File: config.mk
export PLATFORM = sky130hd
export DESIGN_NAME = pwr_resp_gate
export DESIGN_NICKNAME = d
export VERILOG_FILES = /design/src/rtl/pwrgate_pkg.sv /design/src/rtl/pwrgate_ctrl.sv /design/src/rtl/pwrgate_dp.sv /design/src/rtl/pwr_resp_gate.sv
export SDC_FILE = /design/constraint.sdc
export NUM_CORES = 1
export LEC_CHECK = 0
export CAP_MARGIN = 5
export CORE_MARGIN = 2
export CORE_UTILIZATION = 57
export CTS_BUF_LIST = sky130_fd_sc_hd__clkbuf_8
export CTS_CLUSTER_DIAMETER = 50
export CTS_CLUSTER_SIZE = 40
export DETAILED_ROUTE_END_ITERATION = 8
export PLACE_DENSITY = 0.83
export SLEW_MARGIN = 40
export SYNTH_ARGS = -nofsm -noshare
export SYNTH_HDL_FRONTEND = slang
export SYNTH_SLANG_ARGS = --single-unit
File: constraint.sdc
create_clock -name clk -period 3.2 [get_ports clk]
set_clock_uncertainty 0.05 [all_clocks]
set_input_delay 0.32 -clock clk [delete_from_list [all_inputs] [get_ports clk]]
set_output_delay 0.32 -clock clk [all_outputs]
set_load 0.005 [all_outputs]
File: src/rtl/pwrgate_pkg.sv
package pwrgate_pkg;

  typedef enum logic [2:0] {
    PH_OFF      = 3'd0,
    PH_BOOT     = 3'd1,
    PH_NOTREADY = 3'd2,
    PH_PARTIAL  = 3'd3,
    PH_FULL     = 3'd4
  } phase_e;

  typedef enum logic [2:0] {
    CMD_PING     = 3'd0,
    CMD_IDENT    = 3'd1,
    CMD_TEMP     = 3'd2,
    CMD_PKG_RD   = 3'd3,
    CMD_PKG_WR   = 3'd4,
    CMD_CORE_REG = 3'd5,
    CMD_CFG      = 3'd6,
    CMD_OTHER    = 3'd7
  } cmd_e;

  typedef enum logic [1:0] {
    OUT_NORMAL  = 2'd0,
    OUT_TEMP    = 2'd1,
    OUT_TIMEOUT = 2'd2,
    OUT_ZERO    = 2'd3
  } outcome_e;

  // strobes from the phase control to the response datapath
  typedef struct packed {
    logic zeroAll;     // no service at all, reply is all zero
    logic limited;     // only ping, identity and substitute temperature
    logic coreLocked;  // core register access refused
  } gate_t;

  localparam logic [7:0] CC_OK      = 8'h40;
  localparam logic [7:0] CC_TIMEOUT = 8'h81;
  localparam logic [7:0] CC_NONE    = 8'h00;

endpackage

File: src/rtl/pwrgate_ctrl.sv
module pwrgate_ctrl
  import pwrgate_pkg::*;
#(
  parameter int BOOT_CYCLES  = 5000,
  parameter int RESET_CYCLES = 25000
) (
  input  logic   clk,
  input  logic   sysRstN,
  input  logic   pwrGood,
  input  logic   cpuRstN,
  input  logic   coreReady,
  input  logic   fatalErr,
  output gate_t  gate,
  output phase_e phaseQ
);

  localparam int BOOT_W  = $clog2(BOOT_CYCLES + 1);
  localparam int RESET_W = $clog2(RESET_CYCLES + 1);
  localparam logic [BOOT_W-1:0]  BOOT_LAST  = BOOT_W'(BOOT_CYCLES - 1);
  localparam logic [RESET_W-1:0] RESET_DONE = RESET_W'(RESET_CYCLES);

  logic [BOOT_W-1:0]  bootCnt;
  logic [RESET_W-1:0] rstCnt;
  logic               rstCounting;
  logic               rstElapsed;

  assign rstCounting = cpuRstN && (phaseQ == PH_BOOT || phaseQ == PH_NOTREADY)
                       && (rstCnt != RESET_DONE);
  assign rstElapsed  = cpuRstN && (rstCnt == RESET_DONE);

  always_ff @(posedge clk or negedge sysRstN) begin
    if (!sysRstN) begin
      phaseQ  <= PH_OFF;
      bootCnt <= '0;
      rstCnt  <= '0;
    end else if (!pwrGood) begin
      // power loss clears everything
      phaseQ  <= PH_OFF;
      bootCnt <= '0;
      rstCnt  <= '0;
    end else begin
      // chip-reset window restarts on every reset assertion
      if (!cpuRstN) begin
        rstCnt <= '0;
      end else if (rstCounting) begin
        rstCnt <= rstCnt + 1'b1;
      end

      unique case (phaseQ)
        PH_OFF: begin
          phaseQ  <= PH_BOOT;
          bootCnt <= '0;
        end
        PH_BOOT: begin
          if (bootCnt == BOOT_LAST) phaseQ <= PH_NOTREADY;
          else                      bootCnt <= bootCnt + 1'b1;
        end
        PH_NOTREADY: begin
          if (rstElapsed) phaseQ <= PH_PARTIAL;
        end
        PH_PARTIAL: begin
          if (!cpuRstN)       phaseQ <= PH_NOTREADY;
          else if (coreReady) phaseQ <= PH_FULL;
        end
        PH_FULL: begin
          if (!cpuRstN) phaseQ <= PH_NOTREADY;
        end
        default: phaseQ <= PH_OFF;
      endcase
    end
  end

  always_comb begin
    gate.zeroAll    = !pwrGood || phaseQ == PH_OFF || phaseQ == PH_BOOT;
    gate.limited    = (phaseQ == PH_NOTREADY) && !fatalErr;
    gate.coreLocked = (phaseQ == PH_NOTREADY) || (phaseQ == PH_PARTIAL);
  end

endmodule

File: src/rtl/pwrgate_dp.sv
module pwrgate_dp
  import pwrgate_pkg::*;
(
  input  logic       clk,
  input  logic       sysRstN,
  input  gate_t      gate,
  input  logic       reqValid,
  input  logic [2:0] reqClass,
  output logic       rspValid,
  output logic [1:0] rspOutcome,
  output logic [7:0] rspCode
);

  cmd_e       cls;
  outcome_e   nextOut;
  logic [7:0] nextCode;

  assign cls = cmd_e'(reqClass);

  always_comb begin
    nextOut = OUT_NORMAL;
    if (gate.zeroAll) begin
      nextOut = OUT_ZERO;
    end else if (cls == CMD_CORE_REG && gate.coreLocked) begin
      nextOut = OUT_TIMEOUT;
    end else if (gate.limited) begin
      unique case (cls)
        CMD_PING, CMD_IDENT: nextOut = OUT_NORMAL;
        CMD_TEMP:            nextOut = OUT_TEMP;
        default:             nextOut = OUT_TIMEOUT;
      endcase
    end
  end

  always_comb begin
    unique case (nextOut)
      OUT_NORMAL, OUT_TEMP: nextCode = CC_OK;
      OUT_TIMEOUT:          nextCode = CC_TIMEOUT;
      default:              nextCode = CC_NONE;
    endcase
  end

  always_ff @(posedge clk or negedge sysRstN) begin
    if (!sysRstN) begin
      rspValid   <= 1'b0;
      rspOutcome <= OUT_ZERO;
      rspCode    <= CC_NONE;
    end else begin
      rspValid <= reqValid;
      if (reqValid) begin
        rspOutcome <= nextOut;
        rspCode    <= nextCode;
      end
    end
  end

endmodule

File: src/rtl/pwr_resp_gate.sv
module pwr_resp_gate
  import pwrgate_pkg::*;
#(
  parameter int BOOT_CYCLES  = 5000,
  parameter int RESET_CYCLES = 25000
) (
  input  logic       clk,
  input  logic       sysRstN,
  input  logic       pwrGood,
  input  logic       cpuRstN,
  input  logic       coreReady,
  input  logic       fatalErr,
  input  logic       reqValid,
  input  logic [2:0] reqClass,
  output logic       rspValid,
  output logic [1:0] rspOutcome,
  output logic [7:0] rspCode,
  output logic [2:0] phase
);

  gate_t  gate;
  phase_e phaseQ;

  pwrgate_ctrl #(
    .BOOT_CYCLES (BOOT_CYCLES),
    .RESET_CYCLES(RESET_CYCLES)
  ) ctrl_i (
    .clk      (clk),
    .sysRstN  (sysRstN),
    .pwrGood  (pwrGood),
    .cpuRstN  (cpuRstN),
    .coreReady(coreReady),
    .fatalErr (fatalErr),
    .gate     (gate),
    .phaseQ   (phaseQ)
  );

  pwrgate_dp dp_i (
    .clk       (clk),
    .sysRstN   (sysRstN),
    .gate      (gate),
    .reqValid  (reqValid),
    .reqClass  (reqClass),
    .rspValid  (rspValid),
    .rspOutcome(rspOutcome),
    .rspCode   (rspCode)
  );

  assign phase = phaseQ;

endmodule

== Word-level counts from Yosys, hierarchy flattened ==
Index checks and enable logic that the tools add are counted.
Word-level totals
  bits in registers: 42
  bits in latches: 0
  RAM bits: 0
  memory bits (read-only): 0
  input port bits: 10
  output and inout bits: 14
  word-level logic and storage cells: 63
  memories kept: 0
Operators by class
  add/sub/neg operators: 2
  $mul: 0
  div/mod/pow operators: 0
  order comparisons: 0
  equality and inequality tests: 19
  shift operators: 0
  mux-type cells: 18
  bitwise operators: 0
  reduce and logical (&&, ||, !) cells: 18
Operator list (number)
  $mux W15: 3
  $mux W13: 2
  $pmux W13 S2: 1
  $mux W3: 6
  $pmux W8 S2: 1
  $add A15 B1 Y15 const B: 1
  $eq A15 B15 Y1 const B: 1
  $ne A15 B15 Y1 const B: 1
  $pmux W3 S5: 1
  $add A13 B1 Y13 const B: 1
  $eq A13 B13 Y1 const B: 1
  $eq A3 B2 Y1 const B: 3
  $ne A3 B3 Y1 const B: 3
  $eq A3 B1 Y1 const B: 2
  $eq A3 B3 Y1 const B: 2
  $logic_not A3 Y1: 2
  $mux W2: 3
  $ne A3 B2 Y1 const B: 2
  $logic_and A1 B1 Y1: 5
  $logic_or A1 B1 Y1: 4
  $ne A4 B4 Y1 const B: 1
  $pmux W2 S2: 1
  $reduce_and A4 Y1: 1
  $reduce_or A2 Y1: 2
  other kinds (6): 7

== Logic depth before layout (Yosys ltp) ==
  depth in word-level cells: 9
  depth in mapped cells: 6
  depth with buffers taken out: 6

== Modules after synthesis ==
Synthesis repeated with hierarchy kept, for this count alone.
Second synthesis, totals
  cell total of the unflattened synthesis: 232
  area, all modules: 2148.3 sq um
Modules (own cells, without submodules)
  pwrgate_ctrl: instances 1, cells an instance 206, area each 1873.0 sq um
  pwrgate_dp: instances 1, cells an instance 26, area each 275.3 sq um

== Least setup slack after synthesis ==
OpenSTA, ideal clock, no wires.
  kind: reg-to-reg
  from: reg ctrl_i.rstCnt[12]
  to: reg ctrl_i.rstCnt[1]
  library setup time: 95 ps
  arrival time: 1714 ps
  data required time: 3055 ps
  slack: 1340 ps
  stages on the path, launching flop included: 5
  buffers on the path: 0
  cells stage by stage: dfrtp_1 -> or4b_2 -> nor4_1 -> nor2_1 -> o31ai_1
Between the ends
  cells in the longest elaborated chain, start to end: 3
RTL lines
  start, declared: line pwrgate_ctrl.sv:23  | logic [RESET_W-1:0] rstCnt;
  start signal, assigned: line pwrgate_ctrl.sv:46  | rstCnt <= rstCnt + 1'b1;
  $ne A15 B15 Y1: line pwrgate_ctrl.sv:28  | && (rstCnt != RESET_DONE);
  $logic_and A1 B1 Y1: line pwrgate_ctrl.sv:28
  $ne A3 B2 Y1 (no source line)
Every way passes these cells.
A chain may end at the register's enable or synchronous reset.

== Worst setup path in the final report ==
  from: reg ctrl_i.phaseQ[0]
  to: reg ctrl_i.rstCnt[14]
Between the ends
  cells in the longest elaborated chain, start to end: 5
RTL lines
  start, declared: line pwrgate_ctrl.sv:14  | output phase_e phaseQ
  start signal, assigned: line pwrgate_ctrl.sv:33  | phaseQ <= PH_OFF;
  start signal, assigned: line pwrgate_ctrl.sv:38  | phaseQ <= PH_OFF;
  start signal, assigned: line pwrgate_ctrl.sv:51  | phaseQ <= PH_BOOT;
  $eq A3 B1 Y1 or $eq A3 B2 Y1 (tied branches): line pwrgate_ctrl.sv:27  | assign rstCounting = cpuRstN && (phaseQ == PH_BOOT || phaseQ == PH_NOTREADY)
  $logic_or A1 B1 Y1 *: line pwrgate_ctrl.sv:27
  $logic_and A1 B1 Y1 *: line pwrgate_ctrl.sv:27
  $logic_and A1 B1 Y1 *: line pwrgate_ctrl.sv:28
  $ne A3 B2 Y1 (no source line) *
Every way passes the cells marked *; elsewhere a longest branch is shown, timed or not.

==> results.py <==
metrics = {
    "outcome": {
        "outcome": "finished, final reports clean",
    },
    "power": {
        "ir_worst_vdd_mv": 0.273,
        "p_per_area_nw_per_um2": 388,
        "p_total_w": 0.000893,
        "power_leakage_nw": 0.876,
    },
    "critical_path": {
        "worst_setup_path_start_kind": "register",
        "critPathSlowestCell": "dfrtp_1",
        "cpPeakStageDelay_ns": 0.64,
        "crit_required_ns": 3.36,
        "critPathTopFamily": "simple AND/OR/NAND/NOR gates",
        "path_max_fanout": 15,
        "cp_num_buf_inv": 0,
        "path_cells": "xnor2_1 -> or4_1 -> or3_1 -> a21oi_1",
        "critPathArrivalTime_ns": 2.40,
        "worstSetupPathType": "reg -> reg",
        "cp-end-kind": "register",
    },
    "synthesis": {
        "synth_flop_cell": "dfrtp_1",
        "syn_area_um2": 2010,
        "ys_async_sr_fraction_pct": 100,
        "yosysWarnings": 0,
        "synth-seq-cells": 36,
        "syn_area_per_cell_um2": 8.95,
        "yosysSeqAreaShare_pct": 44.9,
        "synthCells": 225,
        "synth-edff-count": 0,
        "ys_types": 41,
    },
    "final_layout": {
        "fin_cells": 288,
        "layout.cells.most_common": "dfrtp_1",
        "nNetsFinal": 254,
        "drive_above_1_share_pct": 8.26,
        "diodes": 0,
        "final_cell_mix": "34 x dfrtp_1, 19 x nor2_1, 18 x a21oi_1",
        "fin_util_pct": 68.4,
        "syn_to_final_growth_pct": 14.3,
    },
    "die": {
        "ios": 24,
        "core-area_um2": 3360,
        "dieArea_um2": 4020,
        "initial_utilization_pct": 59.9,
        "num_rows": 21,
        "die_height_um": 63.4,
        "die-width_um": 63.4,
    },
    "clocking": {
        "cts_resized": 0,
        "cts_sinks": 36,
        "hold_buffers": 0,
        "clockBufferDepth": 2,
        "root_buffer": "clkbuf_8",
        "clkTransAtPathRegs_ns": 0.07,
        "clk_latency_ns": 0.29,
        "cts_htree_levels": 2,
        "numCtsBuffers": 5,
        "postCtsSetupBuffers": 0,
        "cts_tree": "yes",
    },
    "placement": {
        "numPortBuffers": 18,
        "dpl.cell_count": 279,
        "gp_congestion": 0.810,
        "hpwl_um": 2930,
    },
    "timing": {
        "fin_tns_setup_ns": 0,
        "fin_crit_ns": 2.24,
        "hold_viol": 0,
        "rsz0062_at_grt": "false",
        "tightest_slew_ns": 0.649,
        "relSlewSlack_pct": 56.4,
        "setup_viol": 0,
        "period_share_pct": 70.1,
        "max_freq_ghz": 0.446,
        "maxSlewViolCount": 0,
    },
    "detailed_routing": {
        "vias_per_cell": 5.97,
        "first_pass_iters": 4,
        "vias": 1719,
        "wl_per_cell_um": 14.8,
        "drtIter0Drc": 101,
        "drc": 0,
        "ant_nets": 0,
        "routed_wl_um": 4260,
    },
    "global_route": {
        "grt_max_degree": 37,
        "grt_first_pass_wirelength_um": 7430,
        "grt_use_total_pct": 23.4,
        "antenna_found_initial": 0,
        "grt-ovfl-total": 0,
        "grt_pass1_vias": 1654,
    },
    "job": {
        "cap_violations": 0,
    },
    "min_path": {
        "min_path_type": "in -> async",
    },
}
-- flip-flops by register name, indices dropped and copies added (netlist names) --
register	flops
dp_i.rspCode	2
ctrl_i.rstCnt	15
ctrl_i.phaseQ	3
dp_i.rspOutcome	2
dp_i.rspValid	1
ctrl_i.bootCnt	13
-- area by class of cell --
type | instances | area, µm²
clock inverters | 2 | 7.51
multi-input cells | 170 | 1020
fillers | 284 | 1060
inverters | 7 | 26.3
well taps | 46 | 57.6
flip-flops and latches | 36 | 903
repair buffers | 21 | 203
clock buffers | 6 | 82.6
-- cell usage after synthesis, types with 2 or more instances --
cell type | n | area share (%)
a21oi_1 | 18 | 4.5
a31o_2 | 4 | 1.7
a31oi_1 | 4 | 1.2
and3_1 | 4 | 1.2
buf_4 | 6 | 2.2
clkbuf_1 | 9 | 1.7
dfrtp_1 | 34 | 42
dfstp_2 | 2 | 2.6
ha_1 | 3 | 1.9
inv_1 | 7 | 1.3
nand2_1 | 16 | 3.0
nand2b_1 | 2 | 0.62
nand3_1 | 12 | 3.0
nand4_1 | 11 | 3.4
nand4b_1 | 5 | 2.2
nor2_1 | 19 | 3.5
nor2b_1 | 3 | 0.93
nor3_1 | 3 | 0.75
nor4_1 | 5 | 1.6
nor4b_1 | 2 | 0.87
o21ai_0 | 13 | 3.2
o221ai_1 | 2 | 0.87
o31ai_1 | 3 | 1.1
or3_1 | 10 | 3.1
or4_1 | 4 | 1.5
xnor2_1 | 5 | 2.2
xor2_1 | 5 | 2.2
-- per-stage QoR --
stage / worst slack (ns) / instance area [µm²] / hold slack, ns
after global placement: 1.03 / 2190 / 0.395
final: 0.958 / 2300 / 0.455
after global routing: 0.806 / 2300 / 0.508
after floorplan: 1.34 / 2030 / -0.0256
after detailed placement: 0.965 / 2190 / 0.398
after CTS: 0.968 / 2280 / 0.0880
-- per-layer routing --
| layer | GRT usage (%) | vias up | share of wire (%) |
|---|---|---|---|
| li1 | - | 849 | - |
| met1 | 31.8 | 817 | 48 |
| met2 | 37.1 | 48 | 46 |
| met3 | 5.71 | 5 | 4.6 |
| met4 | 7.61 | 0 | 1.3 |
| met5 | 0 | - | 0 |
-- cells by family after synthesis --
group           Yosys count  synth area share (%)
compound gates           49                  14.7
xor+xnor                 10                  4.35
fa+ha+maj                 3                  1.86
buf+inv                  23                  5.47
flops                    36                  44.9
other cells               1                 0.186
simple gates            103                  28.5
-- worst paths after layout --
kind                            depth (start not counted)                              to  slack (ns)                           start
worst min-delay path                                    2  ctrl_i.bootCnt[12]$_DFFE_PN0P_        0.46                         sysRstN
max in group asynchronous                               2  dp_i.rspOutcome[1]$_DFFE_PN1P_        2.31                         sysRstN
worst min register to register                          2  dp_i.rspOutcome[0]$_DFFE_PN1P_        0.46  dp_i.rspOutcome[0]$_DFFE_PN1P_
worst max register to register                          4   ctrl_i.rstCnt[14]$_DFFE_PN0P_        0.96    ctrl_i.phaseQ[0]$_DFFE_PN0P_
min in group clk                                        2  dp_i.rspOutcome[0]$_DFFE_PN1P_        0.46  dp_i.rspOutcome[0]$_DFFE_PN1P_
worst max-delay path                                    4   ctrl_i.rstCnt[14]$_DFFE_PN0P_        0.96    ctrl_i.phaseQ[0]$_DFFE_PN0P_
-- power breakdown --
part / internal, W / switching, W
logic: 0.0000363 / 0.0000517
clock network: 0.000169 / 0.000156
registers: 0.000462 / 0.0000173
total: 0.000668 / 0.000225
Power figures use the tool's default switching activity.
